--- src/rtl/qwp_pkg.sv ---
package qwp_pkg;

    typedef enum logic [1:0] {
        ST_IDLE  = 2'd0,
        ST_WRITE = 2'd1,
        ST_READ  = 2'd2
    } port_state_e;

endpackage

--- src/rtl/qwp_sync.sv ---
module qwp_sync #(
    parameter int WIDTH  = 4,
    parameter int STAGES = 2
) (
    input  logic             clk,
    input  logic             rst_n,
    input  logic [WIDTH-1:0] async_i,
    output logic [WIDTH-1:0] sync_o
);

    for (genvar b = 0; b < WIDTH; b++) begin : g_bit
        logic [STAGES-1:0] chain_q;

        always_ff @(posedge clk or negedge rst_n) begin
            if (!rst_n) begin
                chain_q <= '0;
            end else begin
                chain_q <= {chain_q[STAGES-2:0], async_i[b]};
            end
        end

        assign sync_o[b] = chain_q[STAGES-1];
    end

endmodule

--- src/rtl/qwp_bank.sv ---
module qwp_bank #(
    parameter int NPOT = 4,
    parameter int PW   = 6,
    localparam int IDXW = $clog2(NPOT)
) (
    input  logic               clk,
    input  logic               rst_n,
    input  logic               wr_en_i,
    input  logic [IDXW-1:0]    wr_idx_i,
    input  logic [PW-1:0]      wr_data_i,
    input  logic [IDXW-1:0]    rd_idx_i,
    output logic [PW-1:0]      rd_data_o,
    output logic [NPOT*PW-1:0] pos_flat_o
);

    localparam logic [PW-1:0] MID = PW'(1 << (PW - 1));

    logic [PW-1:0] pos_q [NPOT];

    for (genvar i = 0; i < NPOT; i++) begin : g_pot
        always_ff @(posedge clk or negedge rst_n) begin
            if (!rst_n) begin
                pos_q[i] <= MID;
            end else if (wr_en_i && (wr_idx_i == IDXW'(i))) begin
                pos_q[i] <= wr_data_i;
            end
        end

        assign pos_flat_o[i*PW +: PW] = pos_q[i];

        // every register leaves reset at mid-scale
        p_reset_mid_r1: assert property (@(posedge clk) disable iff (!rst_n)
            $rose(rst_n) |-> (pos_q[i] == MID));

        // a register not addressed by a commit keeps its value
        p_only_target_r2: assert property (@(posedge clk) disable iff (!rst_n)
            !(wr_en_i && (wr_idx_i == IDXW'(i))) |=> $stable(pos_q[i]));
    end

    assign rd_data_o = pos_q[rd_idx_i];

endmodule

--- src/rtl/qwp_core.sv ---
module qwp_core
    import qwp_pkg::*;
#(
    parameter int NPOT = 4,
    parameter int PW   = 6,
    localparam int IDXW = $clog2(NPOT),
    localparam int WORD = IDXW + PW,
    localparam int CW   = $clog2(WORD + 1)
) (
    input  logic            clk,
    input  logic            rst_n,
    input  logic            en_s_i,
    input  logic            en_rise_i,
    input  logic            en_fall_i,
    input  logic            sclk_rise_i,
    input  logic            sclk_fall_i,
    input  logic            din_s_i,
    input  logic            rw_s_i,
    input  logic            din_raw_i,
    input  logic [PW-1:0]   rd_data_i,
    output logic [IDXW-1:0] rd_idx_o,
    output logic            wr_en_o,
    output logic [IDXW-1:0] wr_idx_o,
    output logic [PW-1:0]   wr_data_o,
    output logic            dout_o
);

    port_state_e   state_q, state_d;
    logic [WORD-1:0] shreg_q;
    logic [CW-1:0]   cnt_q;
    logic [IDXW-1:0] ptr_q;

    // state register
    always_ff @(posedge clk or negedge rst_n) begin
        if (!rst_n) begin
            state_q <= ST_IDLE;
        end else begin
            state_q <= state_d;
        end
    end

    // next-state logic
    always_comb begin
        state_d = state_q;
        unique case (state_q)
            ST_IDLE:  if (en_rise_i) state_d = rw_s_i ? ST_READ : ST_WRITE;
            ST_WRITE: if (en_fall_i) state_d = ST_IDLE;
            ST_READ:  if (en_fall_i) state_d = ST_IDLE;
            default:  state_d = ST_IDLE;
        endcase
    end

    // shift register, bit counter and readback pointer
    always_ff @(posedge clk or negedge rst_n) begin
        if (!rst_n) begin
            shreg_q <= '0;
            cnt_q   <= '0;
            ptr_q   <= '0;
        end else begin
            unique case (state_q)
                ST_IDLE: begin
                    cnt_q <= '0;
                    if (en_rise_i) begin
                        shreg_q <= rw_s_i ? {IDXW'(0), rd_data_i} : '0;
                        ptr_q   <= IDXW'(1);
                    end
                end
                ST_WRITE: begin
                    if (en_fall_i) begin
                        cnt_q <= '0;
                    end else if (sclk_rise_i && (cnt_q < CW'(WORD))) begin
                        shreg_q <= {shreg_q[WORD-2:0], din_s_i};
                        cnt_q   <= cnt_q + CW'(1);
                    end else if (sclk_fall_i && (cnt_q == CW'(WORD))) begin
                        cnt_q <= '0;
                    end
                end
                ST_READ: begin
                    if (en_fall_i) begin
                        cnt_q <= '0;
                    end else if (sclk_fall_i) begin
                        if (cnt_q == CW'(WORD - 1)) begin
                            shreg_q <= {ptr_q, rd_data_i};
                            ptr_q   <= ptr_q + IDXW'(1);
                            cnt_q   <= '0;
                        end else begin
                            shreg_q <= {shreg_q[WORD-2:0], 1'b0};
                            cnt_q   <= cnt_q + CW'(1);
                        end
                    end
                end
                default: cnt_q <= '0;
            endcase
        end
    end

    // outputs
    always_comb begin
        wr_en_o   = 1'b0;
        wr_idx_o  = shreg_q[WORD-1 -: IDXW];
        wr_data_o = shreg_q[PW-1:0];
        rd_idx_o  = (state_q == ST_IDLE) ? '0 : ptr_q;
        dout_o    = din_raw_i;
        unique case (state_q)
            ST_IDLE:  dout_o = din_raw_i;
            ST_WRITE: begin
                dout_o  = 1'b0;
                wr_en_o = !en_fall_i && sclk_fall_i && (cnt_q == CW'(WORD));
            end
            ST_READ:  dout_o = shreg_q[WORD-1];
            default:  dout_o = 1'b0;
        endcase
    end

    // a write transaction can only end in idle, never switch to read
    p_mode_frozen_r4: assert property (@(posedge clk) disable iff (!rst_n)
        (state_q == ST_WRITE) |=> (state_q inside {ST_WRITE, ST_IDLE}));

    // a commit only happens while the port enable is still high
    p_commit_active_r3: assert property (@(posedge clk) disable iff (!rst_n)
        wr_en_o |-> en_s_i);

    // the bit counter never overruns a word
    p_cnt_bound_r6: assert property (@(posedge clk) disable iff (!rst_n)
        cnt_q <= CW'(WORD));

    // returning to idle always clears the bit counter
    p_idle_clear_r6: assert property (@(posedge clk) disable iff (!rst_n)
        (state_q == ST_IDLE) |=> (cnt_q == '0));

endmodule

--- src/rtl/quad_wiper_port.sv ---
module quad_wiper_port (
    input  logic        clk,
    input  logic        rst_n,
    input  logic        port_en_i,
    input  logic        port_clk_i,
    input  logic        port_din_i,
    input  logic        port_rd_i,
    output logic        port_dout_o,
    output logic [23:0] wiper_o,
    output logic        load_stb_o,
    output logic [1:0]  load_idx_o
);

    localparam int NPOT   = 4;
    localparam int PW     = 6;
    localparam int STAGES = 2;
    localparam int IDXW   = $clog2(NPOT);

    logic [3:0] raw_in, sync_in;
    logic       en_s, sclk_s, din_s, rw_s;
    logic       en_d_q, sclk_d_q;
    logic       en_rise, en_fall, sclk_rise, sclk_fall;

    logic [IDXW-1:0] rd_idx, wr_idx;
    logic [PW-1:0]   rd_data, wr_data;
    logic            wr_en;

    assign raw_in = {port_rd_i, port_din_i, port_clk_i, port_en_i};

    qwp_sync #(.WIDTH(4), .STAGES(STAGES)) u_sync (
        .clk     (clk),
        .rst_n   (rst_n),
        .async_i (raw_in),
        .sync_o  (sync_in)
    );

    assign {rw_s, din_s, sclk_s, en_s} = sync_in;

    always_ff @(posedge clk or negedge rst_n) begin
        if (!rst_n) begin
            en_d_q   <= 1'b0;
            sclk_d_q <= 1'b0;
        end else begin
            en_d_q   <= en_s;
            sclk_d_q <= sclk_s;
        end
    end

    assign en_rise   = en_s & ~en_d_q;
    assign en_fall   = ~en_s & en_d_q;
    assign sclk_rise = sclk_s & ~sclk_d_q;
    assign sclk_fall = ~sclk_s & sclk_d_q;

    qwp_core #(.NPOT(NPOT), .PW(PW)) u_core (
        .clk         (clk),
        .rst_n       (rst_n),
        .en_s_i      (en_s),
        .en_rise_i   (en_rise),
        .en_fall_i   (en_fall),
        .sclk_rise_i (sclk_rise),
        .sclk_fall_i (sclk_fall),
        .din_s_i     (din_s),
        .rw_s_i      (rw_s),
        .din_raw_i   (port_din_i),
        .rd_data_i   (rd_data),
        .rd_idx_o    (rd_idx),
        .wr_en_o     (wr_en),
        .wr_idx_o    (wr_idx),
        .wr_data_o   (wr_data),
        .dout_o      (port_dout_o)
    );

    qwp_bank #(.NPOT(NPOT), .PW(PW)) u_bank (
        .clk        (clk),
        .rst_n      (rst_n),
        .wr_en_i    (wr_en),
        .wr_idx_i   (wr_idx),
        .wr_data_i  (wr_data),
        .rd_idx_i   (rd_idx),
        .rd_data_o  (rd_data),
        .pos_flat_o (wiper_o)
    );

    assign load_stb_o = wr_en;
    assign load_idx_o = wr_idx;

    // the load strobe never stays high for two cycles in a row
    p_stb_single_r11: assert property (@(posedge clk) disable iff (!rst_n)
        load_stb_o |=> !load_stb_o);

endmodule

--- config.mk ---
export PLATFORM = sky130hd
export DESIGN_NAME = quad_wiper_port
export DESIGN_NICKNAME = d
export VERILOG_FILES = /design/src/rtl/qwp_pkg.sv /design/src/rtl/qwp_sync.sv /design/src/rtl/qwp_bank.sv /design/src/rtl/qwp_core.sv /design/src/rtl/quad_wiper_port.sv
export SDC_FILE = /design/constraint.sdc
export NUM_CORES = 1
export LEC_CHECK = 0
export BUFFER_PORTS_ARGS = -buffer_cell sky130_fd_sc_hd__buf_4
export CORE_UTILIZATION = 44
export CTS_CLUSTER_DIAMETER = 40
export DETAILED_ROUTE_END_ITERATION = 8
export PLACE_DENSITY = 0.65
export SYNTH_ARGS = -nofsm -noshare
export SYNTH_HDL_FRONTEND = slang
export SYNTH_SLANG_ARGS = --single-unit
export TNS_END_PERCENT = 50
--- constraint.sdc ---
create_clock -name clk -period 2.06 [get_ports clk]
set_input_delay 0.412 -clock clk [delete_from_list [all_inputs] [get_ports clk]]
set_output_delay 0.412 -clock clk [all_outputs]
set_load 0.02 [all_outputs]
==> out/results.ini, run 1 <==
[die]
io_pins=34
die_h_microns=76.3
std_cell_rows=26
die-area_sq_um=5820
die_w_microns=76.3
core_sq_um=5200
start_util_pct=46.6

[layout]
area_growth_pct=21.1
diodes=0
n_fill_cell=493
seq_area_sq_um=1260
drive_above_1_share_pct=33.3
layout_commonest_cell=dfrtp_1
layout_common_cells=dfrtp_1, buf_4, mux2_2, nand2_1, a21oi_1
num-nets-final=272
final_util_pct=56.5
multi_input_area_sq_um=1130

[yosys]
synthesis.area_sq_um=2430
synth.avg_cell_area_sq_um=11.2
yosysSeqAreaShare_pct=51.8
synth_ff_type=dfrtp_1
synth_cell_types=40
synthCells=216
synth_top_cell_area_share_pct=47.4
synth-edff-count=0
yosys-top-cells-area=dfrtp_1, mux2_2, dfstp_2
yosys.area.top_type=dfrtp_1
ys.warnings.count=0
syn_nets=228
synth_seq_cells=50
synthArstFlopShare_pct=100

[routing]
drt_wl_total_mm=5.10
drt_iter0_drc=94
drt_first_pass_iters=4
antenna_left=0
wire_per_inst_microns=15.4
drcViolationCount=0
via_count=1799
vias_per_cell=5.44

[worst_hold_path]
hold_class=primary input to asynchronous set/reset pin

[sta]
setup_viol=0
fmax_mhz=518
min_period_over_period_pct=93.7
max_slew.worst_pin.slew_ps=610
fin_crit_ps=1930
setup_tns_ps=0
drv_slew=0
grt_setup_unrepaired=no
hold_viol_final=0
clock_skew_ps=8.66
relSlewSlack_pct=59.3

[clock_network]
cts_hold_buf=0
root_buffer=clkbuf_8
cts_tree=done
clk_pin_slew_ps=90
cts.htree.levels=2
cts_buffer_depth=2
postCtsSetupBuffers=0
cts_buffers=5
clock_latency_ps=300
cts.sinks=50

[critical_path]
crit_path_max_incr_delay_ps=430
cp.required_ps=2250
critPathLaunchType=flop
cp_max_fo=6
path_class=flop to flop
arrival_ps=2120
cp_slowest_cell=dfrtp_1
crit_path_end_kind=flop
rr_startpoint=u_core.cnt_q[0]$_DFFE_PN0P_
cp_cell_sequence=inv_1 -> ha_1 -> nand2_1 -> nor3_2 -> nor2b_4 -> nor3b_4 -> mux2_2
crit_start=u_core.cnt_q[0]$_DFFE_PN0P_

[placed_design]
dpl.hpwl_mm=3.61
place_congestion=0.783
portBuffers=33

[global_route]
grt_pass1_vias=1697
antenna_found_initial=0
grt_max_degree=51
overflow=0
grt_first_pass_wirelength_mm=8.74
track_usage_pct=19.0

[power]
pwr-share-seq_pct=45.2
power.density_nw_per_um2=936
p_leak_uw=0.00139
intPower_uw=1750
ir_drop_v=0.000596
p_clk_share_pct=20.4
p_sw_share_pct=36.5
finalPower_uw=2750
power_frac_comb_pct=34.4
p_sw_uw=1010

[run_status]
status=completed

[job]
cap_violations=0

==> metrics by stage <==
stage | area, sq um | std cells | hold slack (ps) | setup slack [ps]
detailed placement | 2830 | 323 | 340 | 130
finish | 2940 | 331 | 123 | 129
global placement | 2830 | 323 | 332 | 179
CTS | 2920 | 331 | 136 | 51.9
global route | 2940 | 331 | 162 | 3.26
floorplan | 2430 | 216 | 116 | 186
==> power groups by stage <==
stage,clock (uW),combinational [uW],sequential [uW]
global route,620,1050,1260
global placement,0,888,1250
finish,561,948,1240
floorplan,0,600,1220
detailed placement,0,893,1260
CTS,583,896,1240
==> synthesized netlist by cell type, types with 2 or more instances <==
cell       number
a2bb2oi_1       8
o21ai_0        11
o221ai_1        5
dfstp_2         4
ha_1            6
and3b_1         3
nand2_1        21
a21oi_1        14
clkbuf_1        3
mux2_2         23
o31ai_1         2
nand3b_1        3
nor2_1         12
dfrtp_1        46
inv_1           8
o22ai_1         2
mux2i_1         9
nand3_1         7
nand2b_1        4
buf_2           4
o21a_1          2
==> final cells by class <==
type	count	area share [%]
sequential	50	42.7
timing repair buffer	45	11.9
tap	70	2.98
inverter	8	1.02
clock buffer	6	2.47
clock inverter	2	0.468
multi-input combinational	150	38.4
==> state kept, by name, indices dropped and copies added, names as in the netlist <==
name	cells
u_core.shreg_q	8
en_d_q	1
u_core.ptr_q	2
u_core.cnt_q	4
sclk_d_q	1
u_bank.pos_flat_o	24
u_core.state_q	2
u_sync.g_bit.chain_q	8
==> metal layers <==
layer	share of wire (%)	track usage (%)	vias up
li1	-	-	868
met1	52	28.8	896
met2	44	27.7	30
met3	3.4	4.07	5
met4	0.71	4.42	0
met5	0	0	-
==> worst max-delay path, delay by kind of cell, from the launching register on <==
| family | cells | cell delay [ps] |
|---|---|---|
| adders and majority gates | 1 | 140 |
| DFF | 1 | 430 |
| and+or+nand+nor | 4 | 780 |
| muxes | 1 | 380 |
| buffers and inverters | 1 | 80 |
==> cell families after synthesis <==
logic type | synth area share, %
AOI/OAI and AO/OA | 13.4
adders and majority gates | 3.09
buffers and inverters | 2.73
DFF | 51.8
muxes | 14.8
and+or+nand+nor | 14.2
==> path summary, 6_finish.rpt <==
| check | end | slack [ps] | cells past startpoint |
|---|---|---|---|
| worst max-delay path | u_bank.pos_flat_o[4]$_DFFE_PN0P_ | 130 | 7 |
| min in group clk | u_sync.g_bit[3].chain_q[0]$_DFF_PN0_ | 210 | 1 |
| worst min register to register | u_sync.g_bit[1].chain_q[1]$_DFF_PN0_ | 350 | 0 |
| worst max register to register | u_bank.pos_flat_o[4]$_DFFE_PN0P_ | 130 | 7 |
| worst min-delay path | u_sync.g_bit[1].chain_q[1]$_DFF_PN0_ | 120 | 1 |
| max in group asynchronous | u_bank.pos_flat_o[3]$_DFFE_PN0P_ | 1530 | 1 |
==> repair_timing <==
action / 4_1_cts / 5_1_grt
hold endpoints to repair: 0 / 0
resized for setup: 0 / 4
setup endpoints to repair: 0 / 3
No activity file was read; power rests on OpenSTA's default activity.
==> run 2, diff against run 1 <==
Settings changed: PLACE_DENSITY 0.65 to 0.67.
Clock period 2.06 ns to 1.6 ns, I/O delays scaled along.
==> out/results.ini, run 2 (synthesis results as in run 1) <==
[sta]
drv_slew=0  ; unchanged
fin_crit_ps=1850
min_period_over_period_pct=116
grt_setup_unrepaired=yes  ; was no
clock_skew_ps=10.5  ; was 8.66 ps
setup_ws_ps=-248  ; was 129 ps
max_slew.worst_pin.slew_ps=619  ; was 610 ps
hold_viol_final=0  ; unchanged
setup_tns_ps=-4640  ; was 0 ps
relSlewSlack_pct=58.8  ; was 59.3%
fmax_mhz=541
setup_viol=33  ; was 0

[placed_design]
portBuffers=33  ; unchanged
placed_cells=351  ; was 323
dpl.hpwl_mm=4.02  ; was 3.61 mm
place_congestion=0.800  ; was 0.783

[power]
p_sw_uw=1560  ; was 1010 uW
pwr-share-seq_pct=36.9  ; was 45.2%
p_clk_share_pct=19.3  ; was 20.4%
ir_drop_v=0.000858  ; was 0.000596 V
power_frac_comb_pct=43.9  ; was 34.4%
p_sw_share_pct=35.9  ; was 36.5%
intPower_uw=2780  ; was 1750 uW
finalPower_uw=4340  ; was 2750 uW
p_leak_uw=0.00160  ; was 0.00139 uW
power.density_nw_per_um2=1280  ; was 936 nW/um^2

[die]
core_sq_um=5200  ; unchanged
io_pins=34  ; unchanged
die_w_microns=76.3  ; unchanged
die-area_sq_um=5820  ; unchanged
std_cell_rows=26  ; unchanged
start_util_pct=46.6  ; unchanged
die_h_microns=76.3  ; unchanged

[layout]
largest_register_ffs=24  ; unchanged
n_fill_cell=419  ; was 493
drive_above_1_share_pct=50.0  ; was 33.3%
layout_common_cells=buf_4, dfrtp_1, mux2_2, nand2_1, buf_6  ; was dfrtp_1, buf_4, mux2_2, nand2_1, a21oi_1
fin_cells=364  ; was 331
area_growth_pct=39.9  ; was 21.1%
num-nets-final=305  ; was 272
final_util_pct=65.3  ; was 56.5%
diodes=0  ; unchanged
layout_commonest_cell=buf_4  ; was dfrtp_1

[run_status]
failed_checks=negative setup slack
status=complete, but fails checks  ; was completed

[routing]
drt_first_pass_iters=4  ; unchanged
drt_iter0_drc=122  ; was 94
antenna_left=0  ; unchanged
drcViolationCount=0  ; unchanged
drt_wl_total_mm=5.91  ; was 5.10 mm
via_count=1921  ; was 1799
vias_per_cell=5.28  ; was 5.44
wire_per_inst_microns=16.2  ; was 15.4 microns

[clock_network]
cts_tree=done  ; unchanged
cts_buffers=5  ; unchanged
clock_latency_ps=310  ; was 300 ps
clk_pin_slew_ps=90  ; about the same
cts_buffer_depth=2  ; unchanged
cts.htree.levels=2  ; unchanged
root_buffer=clkbuf_8  ; unchanged
cts_hold_buf=0  ; unchanged
cts.sinks=50  ; unchanged

[global_route]
grt_pass1_vias=1870  ; was 1697
grt_first_pass_wirelength_mm=9.50  ; was 8.74 mm
overflow=0  ; unchanged
track_usage_pct=21.1  ; was 19.0%
antenna_found_initial=0  ; unchanged
grt_max_degree=51  ; unchanged

[critical_path]
cp_max_fo=4  ; was 6
arrival_ps=1530  ; was 2120 ps
cp.required_ps=1280  ; was 2250 ps
critPathLaunchType=flop  ; unchanged
crit_path_end_kind=primary output  ; was flop
path_class=flop to primary output  ; was flop to flop

[worst_hold_path]
hold_class=primary input to asynchronous set/reset pin  ; unchanged

[job]
cap_violations=0  ; unchanged

run 2: cell count changes in the layout (fill, tap and decap cells not counted), moves of 3 or more:
cell,change
o21ai_0,-6
nor2_1,-4
o21ai_2,+3
ha_1,-3
mux2_4,+3
buf_4,+17
buf_6,+16
nor2_2,+3
run 2: layout make-up:
class / instances / area (sq um) / share of cell area (%)
Clock buffer: 7 / 96.3 / 2.84
Timing Repair Buffer: 78 / 658 / 19.4
Sequential cell: 50 / 1260 / 37.0
Inverter: 8 / 30.0 / 0.884
Tap cell: 70 / 87.6 / 2.58
Clock inverter: 1 / 8.76 / 0.258
Multi-Input combinational cell: 150 / 1260 / 37.1
run 2: repair_timing:
item                       in CTS  in global routing
pin swaps                       6                 12
setup endpoints to repair      40                 39
hold endpoints to repair        0                  0
setup buffers                   3                  2
gates resized for setup        34                 23
gates cloned                    0                  0
run 2: final timing paths:
kind | start | end | slack [ps] | depth (start not counted)
min in group clk | port_rd_i | u_sync.g_bit[3].chain_q[0]$_DFF_PN0_ | 120 | 1
hold reg to reg | u_sync.g_bit[2].chain_q[0]$_DFF_PN0_ | u_sync.g_bit[2].chain_q[1]$_DFF_PN0_ | 350 | 0
setup reg to reg | u_core.cnt_q[0]$_DFFE_PN0P_ | u_bank.pos_flat_o[0]$_DFFE_PN0P_ | -240 | 8
hold / removal | rst_n | en_d_q$_DFF_PN0_ | 20 | 1
setup / recovery | u_core.state_q[1]$_DFFE_PN0P_ | port_dout_o | -250 | 7
max in group asynchronous | rst_n | u_bank.pos_flat_o[21]$_DFFE_PN0P_ | 1160 | 1
run 2: metal layers:
layer  track usage (%)  share of wire [%]  wire length [microns]
met5                 0                  0                      0
met4              8.27                2.2                    128
met3              4.19                5.3                    312
met1              30.4                 47                   2790
met2              31.4                 45                   2680
run 2: worst max-delay path, stage by stage, from the launching register on:
cell	delay, ps
dfrtp_1	420
inv_2	70
buf_6	130
ha_4	160
buf_6	120
a22oi_2	110
nor2_1	70
buf_4	150
run 2: power by group through the flow:
stage                     Clock (uW)  Combinational, uW  Sequential [uW]
after global placement             0               1420             1610
final                            835               1900             1600
after CTS                        860               1690             1590
after floorplan                    0                781             1570
after global routing             906               2020             1620
after detailed placement           0               1440             1610
run 2: through the flow:
stage	area (sq um)	hold slack, ps	setup slack (ps)
floorplan	2440	24.4	-227
global placement	3040	334	-187
detailed placement	3040	336	-217
CTS	3300	44.9	-263
global route	3400	72.5	-341
finish	3400	20.6	-248
==> run 3, diff against run 2 <==
Settings changed: HOLD_SLACK_MARGIN set to 0.05.
Clock period 1.6 ns to 1.5 ns, I/O delays scaled along.
==> out/results.ini, run 3 (synthesis results as in run 1) <==
[placed_design]
placed_cells=353  ; was 351
place_ws_ps=-309  ; was -217 ps
portBuffers=33  ; unchanged
dpl.hpwl_mm=4.09  ; was 4.02 mm
place_congestion=0.752  ; was 0.800

[critical_path]
crit_path_end_kind=primary output  ; unchanged
arrival_ps=1560  ; was 1530 ps
cp.required_ps=1200  ; was 1280 ps
cp_max_fo=5  ; was 4
critPathLaunchType=flop  ; unchanged
cp-endpoint=port_dout_o  ; unchanged
path_class=flop to primary output  ; unchanged
rr_startpoint=u_core.cnt_q[0]$_DFFE_PN0P_  ; unchanged
reg2reg_depth=8  ; unchanged
reg2reg_setup_slack_ps=-360  ; was -240 ps
r2r-end=u_bank.pos_flat_o[3]$_DFFE_PN0P_  ; was u_bank.pos_flat_o[0]$_DFFE_PN0P_
crit_start=u_core.state_q[1]$_DFFE_PN0P_  ; unchanged

[run_status]
status=complete, but fails checks  ; unchanged
failed_checks=negative setup slack  ; unchanged

[routing]
drcViolationCount=0  ; unchanged
via_count=1991  ; was 1921
drt_first_pass_iters=4  ; unchanged
drt_iter0_drc=197  ; was 122
antenna_left=0  ; unchanged
drt_wl_total_mm=5.98  ; was 5.91 mm
wire_per_inst_microns=16.3  ; was 16.2 microns
vias_per_cell=5.41  ; was 5.28

[sta]
hold_viol_final=0  ; unchanged
max_slew.worst_pin.slew_ps=377  ; was 619 ps
grt_setup_unrepaired=yes  ; unchanged
setup_viol=40  ; was 33
drv_slew=0  ; unchanged
fmax_mhz=537
fin_crit_ps=1860
hold_ws_ps=99.0  ; was 20.6 ps
min_period_over_period_pct=124
clock_skew_ps=3.87  ; was 10.5 ps
setup_tns_ps=-9710  ; was -4640 ps
setup_ws_ps=-364  ; was -248 ps
relSlewSlack_pct=74.9  ; was 58.8%

[die]
io_pins=34  ; unchanged
std_cell_rows=26  ; unchanged
die-area_sq_um=5820  ; unchanged
die_w_microns=76.3  ; unchanged
start_util_pct=46.6  ; unchanged
die_h_microns=76.3  ; unchanged
core_sq_um=5200  ; unchanged

[layout]
area_growth_pct=41.8  ; was 39.9%
diodes=0  ; unchanged
num-nets-final=310  ; was 305
largest_register_ffs=24  ; unchanged
layout_commonest_cell=buf_4  ; unchanged
drive_above_1_share_pct=48.7  ; was 50.0%
layout_common_cells=buf_4, dfrtp_1, nand2_1, mux2_4, a21oi_1  ; was buf_4, dfrtp_1, mux2_2, nand2_1, buf_6
fin_cells=368  ; was 364
n_fill_cell=402  ; was 419

[global_route]
grt_pass1_vias=1937  ; was 1870
antenna_found_initial=0  ; unchanged
overflow=0  ; unchanged
grt_max_degree=34  ; was 51
grt_first_pass_wirelength_mm=9.50  ; unchanged
track_usage_pct=20.9  ; was 21.1%

[power]
ir_drop_v=0.000966  ; was 0.000858 V
power_frac_comb_pct=44.8  ; was 43.9%
p_sw_share_pct=36.4  ; was 35.9%
intPower_uw=2860  ; was 2780 uW
pwr-share-seq_pct=38.2  ; was 36.9%
p_leak_uw=0.00161  ; was 0.00160 uW
p_clk_share_pct=16.9  ; was 19.3%
power.density_nw_per_um2=1310  ; was 1280 nW/um^2
p_sw_uw=1640  ; was 1560 uW

[worst_hold_path]
hold_class=primary input to flop  ; was primary input to asynchronous set/reset pin

[clock_network]
clk_pin_slew_ps=90  ; about the same
cts_tree=done  ; unchanged
cts.htree.levels=2  ; unchanged
clock_latency_ps=300  ; was 310 ps
cts_buffer_depth=2  ; unchanged
cts_buffers=5  ; unchanged
cts.sinks=50  ; unchanged
root_buffer=clkbuf_8  ; unchanged

[job]
cap_violations=0  ; unchanged

-- run 3: cell types whose count changed in the layout (fill, tap and decap cells not counted), sizes merged --
cell,change
clkinv,-1
buf,+4
dlygate4sd3,+1
clkbuf,-1
clkinvlp,+1
-- run 3: metrics by stage --
step	area, sq um	utilization [%]	total power (uW)
global placement	3070	59.0	3190
global route	3440	66.1	4720
floorplan	2440	-	2500
CTS	3340	64.1	4310
detailed placement	3070	59.0	3210
finish	3440	66.1	4490
-- run 3: how the worst min path moves through the flow --
stage / slack, ps / to / startpoint / cells past startpoint
6_report: 100 / u_sync.g_bit[3].chain_q[0]$_DFF_PN0_ / port_rd_i / 1
5_1_grt: 90 / u_sync.g_bit[1].chain_q[0]$_DFF_PN0_ / port_clk_i / 1
3_3_place_gp: 190 / u_sync.g_bit[0].chain_q[0]$_DFF_PN0_ / rst_n / 1
3_5_place_dp: 190 / u_sync.g_bit[0].chain_q[0]$_DFF_PN0_ / rst_n / 1
4_1_cts: 100 / u_sync.g_bit[3].chain_q[0]$_DFF_PN0_ / port_rd_i / 1
2_1_floorplan: 4 / en_d_q$_DFF_PN0_ / rst_n / 0
-- run 3: repair_timing --
action                     4_1_cts  5_1_grt
hold buffers                     1        0
setup buffers                    2        4
hold endpoints to repair        15        0
setup endpoints to repair       41       41
gates resized for setup         40       21
pin swaps                        6        6
cloned                           1        0
-- run 3: final cells by class --
| class | instances | area (sq um) | share of cell area [%] |
|---|---|---|---|
| multi-input cells | 150 | 1290 | 37.6 |
| flip-flops and latches | 50 | 1260 | 36.5 |
| repair buffers | 83 | 692 | 20.1 |
| well taps | 70 | 87.6 | 2.55 |
| clock buffers | 6 | 72.6 | 2.11 |
| inverters | 8 | 30.0 | 0.873 |
| clock inverters | 1 | 7.51 | 0.218 |
-- run 3: power by group through the flow --
stage	sequential (uW)	clock [uW]	combinational (uW)
detailed placement	1720	0	1490
floorplan	1670	0	833
global placement	1710	0	1480
finish	1720	761	2010
global route	1740	832	2150
CTS	1690	775	1840
-- run 3: metal layers --
| layer | GRT usage, % | vias up | wire length [microns] |
|---|---|---|---|
| met1 | 30.0 | 976 | 2820 |
| met3 | 4.67 | 8 | 348 |
| met2 | 31.7 | 62 | 2750 |
| met4 | 5.77 | 0 | 70 |
| met5 | 0 | - | 0 |
| li1 | - | 945 | - |
-- run 3: worst max-delay path, stage by stage (launching register included) --
cell     delay (ps)
dfrtp_1         420
buf_4           160
ha_4            180
buf_4           150
a22oi_2         140
nor2_1           70
buf_4           150
